===== src/rtl/swd_pkg.sv =====
package swd_pkg;
  localparam int SWD_A_W   = 7;
  localparam int SWD_N_W   = 11;
  localparam int SWD_R_W   = 14;
  localparam int SWD_PAD_W = SWD_N_W - SWD_A_W;

  typedef struct packed {
    logic [SWD_A_W-1:0] swallow;
    logic [SWD_N_W-1:0] prog;
    logic [SWD_R_W-1:0] refdiv;
    logic               narrow;
  } swd_cfg_t;
endpackage


===== src/rtl/swd_cfg_reg.sv =====
module swd_cfg_reg
  import swd_pkg::*;
#(
  parameter int MIN_DIV    = 3,
  parameter int RST_A      = 0,
  parameter int RST_N      = 3,
  parameter int RST_R      = 3,
  parameter bit RST_NARROW = 1'b1
) (
  input  logic     clk,
  input  logic     rst_n,
  input  logic     load,
  input  swd_cfg_t cand,
  output swd_cfg_t held,
  output logic     err
);
  logic n_ok, r_ok, a_ok, all_ok;

  always_comb begin
    n_ok   = cand.prog >= SWD_N_W'(MIN_DIV);
    r_ok   = cand.refdiv >= SWD_R_W'(MIN_DIV);
    a_ok   = {{SWD_PAD_W{1'b0}}, cand.swallow} < cand.prog;
    all_ok = n_ok && r_ok && a_ok;
  end

  always_ff @(posedge clk) begin
    if (!rst_n) begin
      held.swallow <= SWD_A_W'(RST_A);
      held.prog    <= SWD_N_W'(RST_N);
      held.refdiv  <= SWD_R_W'(RST_R);
      held.narrow  <= RST_NARROW;
      err          <= 1'b0;
    end else if (load) begin
      err <= !all_ok;
      if (all_ok) held <= cand;
    end
  end


  refused_sets_err_chk: assert property (@(posedge clk) disable iff (!rst_n)
    (load && !all_ok) |=> (err && $stable(held)));


  accepted_clears_err_chk: assert property (@(posedge clk) disable iff (!rst_n)
    (load && all_ok) |=> !err);
endmodule


===== src/rtl/swd_main_div.sv =====
module swd_main_div
  import swd_pkg::*;
#(
  parameter int RST_A      = 0,
  parameter int RST_N      = 3,
  parameter bit RST_NARROW = 1'b1
) (
  input  logic               clk,
  input  logic               rst_n,
  input  logic               pre_pulse,
  input  logic [SWD_A_W-1:0] sh_swallow,
  input  logic [SWD_N_W-1:0] sh_prog,
  input  logic               sh_narrow,
  output logic               mod_plus1,
  output logic               pair_wide,
  output logic               fp
);
  logic [SWD_A_W-1:0] a_cnt;
  logic [SWD_N_W-1:0] n_cnt;
  logic               last_period;

  assign last_period = n_cnt <= SWD_N_W'(1);
  assign mod_plus1   = a_cnt != '0;

  always_ff @(posedge clk) begin
    if (!rst_n) begin
      a_cnt     <= SWD_A_W'(RST_A);
      n_cnt     <= SWD_N_W'(RST_N);
      pair_wide <= !RST_NARROW;
      fp        <= 1'b0;
    end else begin
      fp <= 1'b0;
      if (pre_pulse) begin
        if (last_period) begin
          a_cnt     <= sh_swallow;
          n_cnt     <= sh_prog;
          pair_wide <= !sh_narrow;
          fp        <= 1'b1;
        end else begin
          n_cnt <= n_cnt - SWD_N_W'(1);
          if (a_cnt != '0) a_cnt <= a_cnt - SWD_A_W'(1);
        end
      end
    end
  end


  fp_single_chk: assert property (@(posedge clk) disable iff (!rst_n)
    fp |=> !fp);


  fp_after_pulse_chk: assert property (@(posedge clk) disable iff (!rst_n)
    fp |-> $past(pre_pulse));


  mod_drop_on_pulse_chk: assert property (@(posedge clk) disable iff (!rst_n)
    $fell(mod_plus1) |-> $past(pre_pulse));


  pair_at_boundary_chk: assert property (@(posedge clk) disable iff (!rst_n)
    !$stable(pair_wide) |-> fp);
endmodule


===== src/rtl/swd_ref_div.sv =====
module swd_ref_div
  import swd_pkg::*;
#(
  parameter int RST_R = 3
) (
  input  logic               clk,
  input  logic               rst_n,
  input  logic               ref_tick,
  input  logic [SWD_R_W-1:0] sh_ref,
  output logic               fr
);
  logic [SWD_R_W-1:0] r_cnt;

  always_ff @(posedge clk) begin
    if (!rst_n) begin
      r_cnt <= SWD_R_W'(RST_R);
      fr    <= 1'b0;
    end else begin
      fr <= 1'b0;
      if (ref_tick) begin
        if (r_cnt <= SWD_R_W'(1)) begin
          r_cnt <= sh_ref;
          fr    <= 1'b1;
        end else begin
          r_cnt <= r_cnt - SWD_R_W'(1);
        end
      end
    end
  end


  fr_after_tick_chk: assert property (@(posedge clk) disable iff (!rst_n)
    fr |-> $past(ref_tick));
endmodule


===== src/rtl/swallow_divider.sv =====
module swallow_divider
  import swd_pkg::*;
#(
  parameter int MIN_DIV    = 3,
  parameter int RST_A      = 0,
  parameter int RST_N      = 3,
  parameter int RST_R      = 3,
  parameter bit RST_NARROW = 1'b1
) (
  input  logic               clk,
  input  logic               rst_n,
  input  logic               pre_pulse,
  input  logic               ref_tick,
  input  logic               cfg_load,
  input  logic [SWD_A_W-1:0] cfg_swallow,
  input  logic [SWD_N_W-1:0] cfg_prog,
  input  logic [SWD_R_W-1:0] cfg_ref,
  input  logic               cfg_narrow,
  output logic               mod_plus1,
  output logic               pair_wide,
  output logic               fp,
  output logic               fr,
  output logic               cfg_err
);
  swd_cfg_t cand, held;

  always_comb begin
    cand.swallow = cfg_swallow;
    cand.prog    = cfg_prog;
    cand.refdiv  = cfg_ref;
    cand.narrow  = cfg_narrow;
  end

  swd_cfg_reg #(
    .MIN_DIV(MIN_DIV), .RST_A(RST_A), .RST_N(RST_N),
    .RST_R(RST_R), .RST_NARROW(RST_NARROW)
  ) u_cfg (
    .clk(clk), .rst_n(rst_n), .load(cfg_load), .cand(cand),
    .held(held), .err(cfg_err)
  );

  swd_main_div #(
    .RST_A(RST_A), .RST_N(RST_N), .RST_NARROW(RST_NARROW)
  ) u_main (
    .clk(clk), .rst_n(rst_n), .pre_pulse(pre_pulse),
    .sh_swallow(held.swallow), .sh_prog(held.prog), .sh_narrow(held.narrow),
    .mod_plus1(mod_plus1), .pair_wide(pair_wide), .fp(fp)
  );

  swd_ref_div #(
    .RST_R(RST_R)
  ) u_ref (
    .clk(clk), .rst_n(rst_n), .ref_tick(ref_tick),
    .sh_ref(held.refdiv), .fr(fr)
  );
endmodule


===== config.mk =====
export PLATFORM = sky130hd
export DESIGN_NAME = swallow_divider
export DESIGN_NICKNAME = d
export VERILOG_FILES = /design/src/rtl/swd_pkg.sv /design/src/rtl/swd_cfg_reg.sv /design/src/rtl/swd_main_div.sv /design/src/rtl/swd_ref_div.sv /design/src/rtl/swallow_divider.sv
export SDC_FILE = /design/constraint.sdc
export NUM_CORES = 1
export LEC_CHECK = 0
export BUFFER_PORTS_ARGS = -buffer_cell sky130_fd_sc_hd__buf_2
export CORE_MARGIN = 1
export CORE_UTILIZATION = 47
export DETAILED_ROUTE_END_ITERATION = 12
export PLACE_DENSITY = 0.64
export RECOVER_POWER = 100
export SLEW_MARGIN = 10
export SYNTH_ARGS = -nofsm -noshare
export SYNTH_HDL_FRONTEND = slang
export SYNTH_SLANG_ARGS = --single-unit

===== constraint.sdc =====
create_clock -name clk -period 2.31 [get_ports clk]
set_clock_uncertainty 0.2 [all_clocks]
set_input_delay 0.231 -clock clk [delete_from_list [all_inputs] [get_ports clk]]
set_output_delay 0.231 -clock clk [all_outputs]
set_load 0.01 [all_outputs]

==> reports/results.ini <==
[die]
coreArea_um2=7370
design.die.area_um2=8100
initial_utilization=0.494
die_w_um=90.0
placementRows=31
die_h_um=90.0
io-pin-count=43

[synth]
synth_warnings=0
number_of_instances_in_the_synthesized_netlist=443
net_count_of_the_mapped_netlist=493
synth_edf_count=0
postSynth.topFlopCell=sky130_fd_sc_hd__dfxtp_1
cell_area_after_technology_mapping_um2=3640
syn-mean-instance-area_um2=8.22
synthArstFlopShare=0
ys_ff_latch=69
netlist-cell-type-count=54
share_of_synthesized_area_occupied_by_flip_flops_and_latches=0.379

[global_route]
groute.usage.overall=0.239
grt_first_pass_wirelength_mm=15.5
grt_pass1_vias=3127
maximum_number_of_pins_on_one_net_before_global_route_repair=75
globalRouteOverflowTotal=0
antenna_found_initial=0

[pwr]
power.share.clock=0.273
power_frac_seq=0.402
internal-power_uw=2440
netSwitchingFraction=0.334
cellLeakagePower_uw=0.00196
p_switching_uw=1220
power-per-cell-area_nw_per_um2=791
max_vdd_drop_mv=0.583
combinational_power_share=0.325

[setup_path]
crit_arrival_ns=2.35
criticalPathCategory=input port to register
startpoint_type=input port
timing.critical_path.to_type=register
timing.critical_path.required_ns=2.37
worstPathMaxFanout=6

[drt]
wl_mm=9.59
drcViolationCount=0
wl_per_cell_um=15.3
avgViaCountPerCell=5.60
dr_total_vias=3499
router_iterations_before_antenna_repair=5
detailedRoute.firstIterationViolations=240
final_antenna_net_count=0

[clock_tree]
cts.sink_count=69
clockRootBuffer=sky130_fd_sc_hd__clkbuf_8
register_clock_pin_slew_on_the_reported_worst_setup_and_hold_paths_ns=0.07
clock_path_buffers=2
cts-buffers-inserted=9
cts_tree=built
skew_pair_late_insertion_delay_ns=0.34
htreeDepth=3

[timing]
hold_viol_final=0
tightestPinTransition_ns=0.475
timing.fmax_mhz=438
max_slew_margin=0.683
final-setup-viol-count=0
rsz0062_at_grt=yes
layout_worst_path_cycle_share=0.987
final_period_minus_worst_setup_slack_ns=2.28
worst_hold_slack_ns=0.0321
fin_tns_setup_ns=0
slew_violations=0

[layout]
layout.cells.most_common=sky130_fd_sc_hd__nand2_1
antenna_diode_count=0
num-nets-final=572
final_layout_size_suffix_gt1_frac=0.152
area.growth.synth_to_final_pct=27.0
most_used_cells_in_the_layout_excluding_fill_and_tap_cells=80 x sky130_fd_sc_hd__nand2_1, 69 x sky130_fd_sc_hd__dfxtp_1, 37 x sky130_fd_sc_hd__buf_2
instances_no_fill=625

[run_status]
status=complete, no violations

[placement]
inst_count_dp=572
gp_weighted_congestion=0.837
numPortBuffers=42
dpl.hpwl_mm=6.31

[worst_hold_path]
hp-class=input port to register

[job]
drv_cap=0

==> layout make-up <==
class / count / area [um^2]
tap: 99 / 124
fill: 668 / 2750
inverter: 16 / 60.1
clock buffer: 14 / 163
clock inverter: 1 / 30.0
sequential: 69 / 1380
timing repair buffer: 93 / 743
multi-input combinational: 333 / 2120
==> power groups by stage <==
stage | Combinational (uW) | Sequential (uW) | Clock [uW]
2_1_floorplan | 853 | 1460 | 0
3_3_place_gp | 1090 | 1490 | 0
3_5_place_dp | 1110 | 1490 | 0
4_1_cts | 1160 | 1470 | 1010
5_1_grt | 1340 | 1490 | 1070
6_report | 1190 | 1470 | 997
==> per-layer routing <==
metal / part of all wire / track usage
met5: 0 / 0
met4: 0.011 / 0.0820
met3: 0.042 / 0.0347
met2: 0.43 / 0.338
met1: 0.52 / 0.365
==> metrics by stage <==
stage | area (um^2) | util | power [uW] | setup slack (ns)
detailed placement | 4000 | 0.542 | 2600 | 0.0847
CTS | 4520 | 0.613 | 3630 | 0.0572
floorplan | 3640 | - | 2310 | 0.173
global placement | 4000 | 0.542 | 2580 | 0.159
finish | 4620 | 0.627 | 3660 | 0.0291
global route | 4620 | 0.627 | 3900 | -0.0247
==> Yosys cell counts (4+ instances only) <==
cell | number | area (um^2)
sky130_fd_sc_hd__nor2_1 | 32 | 120
sky130_fd_sc_hd__nand2_1 | 80 | 300
sky130_fd_sc_hd__nand3b_1 | 5 | 37.5
sky130_fd_sc_hd__nor4_1 | 9 | 56.3
sky130_fd_sc_hd__clkbuf_1 | 16 | 60.1
sky130_fd_sc_hd__nand4_1 | 6 | 37.5
sky130_fd_sc_hd__ha_1 | 12 | 150
sky130_fd_sc_hd__mux2i_1 | 35 | 350
sky130_fd_sc_hd__nor3_1 | 12 | 60.1
sky130_fd_sc_hd__nand2b_1 | 4 | 25.0
sky130_fd_sc_hd__nand3_1 | 11 | 55.1
sky130_fd_sc_hd__buf_2 | 4 | 20.0
sky130_fd_sc_hd__a211oi_1 | 11 | 82.6
sky130_fd_sc_hd__o21ai_0 | 21 | 105
sky130_fd_sc_hd__a21oi_1 | 25 | 125
sky130_fd_sc_hd__nor2b_1 | 4 | 25.0
sky130_fd_sc_hd__xnor2_1 | 8 | 70.1
sky130_fd_sc_hd__o22ai_1 | 4 | 25.0
sky130_fd_sc_hd__o211ai_1 | 6 | 45.0
sky130_fd_sc_hd__inv_1 | 16 | 60.1
sky130_fd_sc_hd__dfxtp_1 | 69 | 1380
==> worst max-delay path, stage by stage <==
cell and delay, ns:
sky130_fd_sc_hd__dlygate4sd3_1 0.55, sky130_fd_sc_hd__buf_4 0.15, sky130_fd_sc_hd__inv_1 0.04, sky130_fd_sc_hd__ha_1 0.17
sky130_fd_sc_hd__a221o_1 0.35, sky130_fd_sc_hd__a221oi_4 0.33, sky130_fd_sc_hd__buf_4 0.19, sky130_fd_sc_hd__buf_6 0.15
sky130_fd_sc_hd__mux2i_1 0.19
==> flip-flops by register name, indices dropped and copies added (netlist names) <==
signal and count:
u_main.fp 1, u_cfg.held 33, u_main.a_cnt 7, u_ref.r_cnt 14, u_ref.fr 1, u_main.pair_wide 1, u_main.n_cnt 11, u_cfg.err 1
==> timing repair <==
item / in CTS / in global routing
hold buffers: 33 / 0
setup buffers: 0 / 2
hold endpoints to repair: 33 / 0
endpoints found under the setup margin: 0 / 36
gates resized for setup: 0 / 11
==> final timing paths <==
kind | start | end | slack [ns] | depth (start not counted)
setup / recovery | cfg_prog[5] | u_cfg.held[0]$_SDFFE_PN1P_ | 0.03 | 9
hold / removal | cfg_prog[1] | u_cfg.held[16]$_SDFFE_PN1P_ | 0.03 | 3
setup reg to reg | u_ref.r_cnt[0]$_SDFFE_PN1P_ | u_ref.r_cnt[6]$_SDFFE_PN0P_ | 0.10 | 7
hold reg to reg | u_main.pair_wide$_SDFFE_PN0P_ | u_main.pair_wide$_SDFFE_PN0P_ | 0.25 | 2
==> cells by family (layout without fill, tap and decap cells) <==
group,after synthesis,after routing,share of synthesized area
adder cells (fa/ha/maj),12,12,0.0412
flip-flops,69,69,0.379
buffers and inverters,41,124,0.0488
multiplexers,36,36,0.0993
AND/OR/NAND/NOR,186,186,0.253
AO/OA/AOI/OAI,90,90,0.157
XOR/XNOR,9,9,0.0217
No activity file was read; power rests on OpenSTA's default activity.
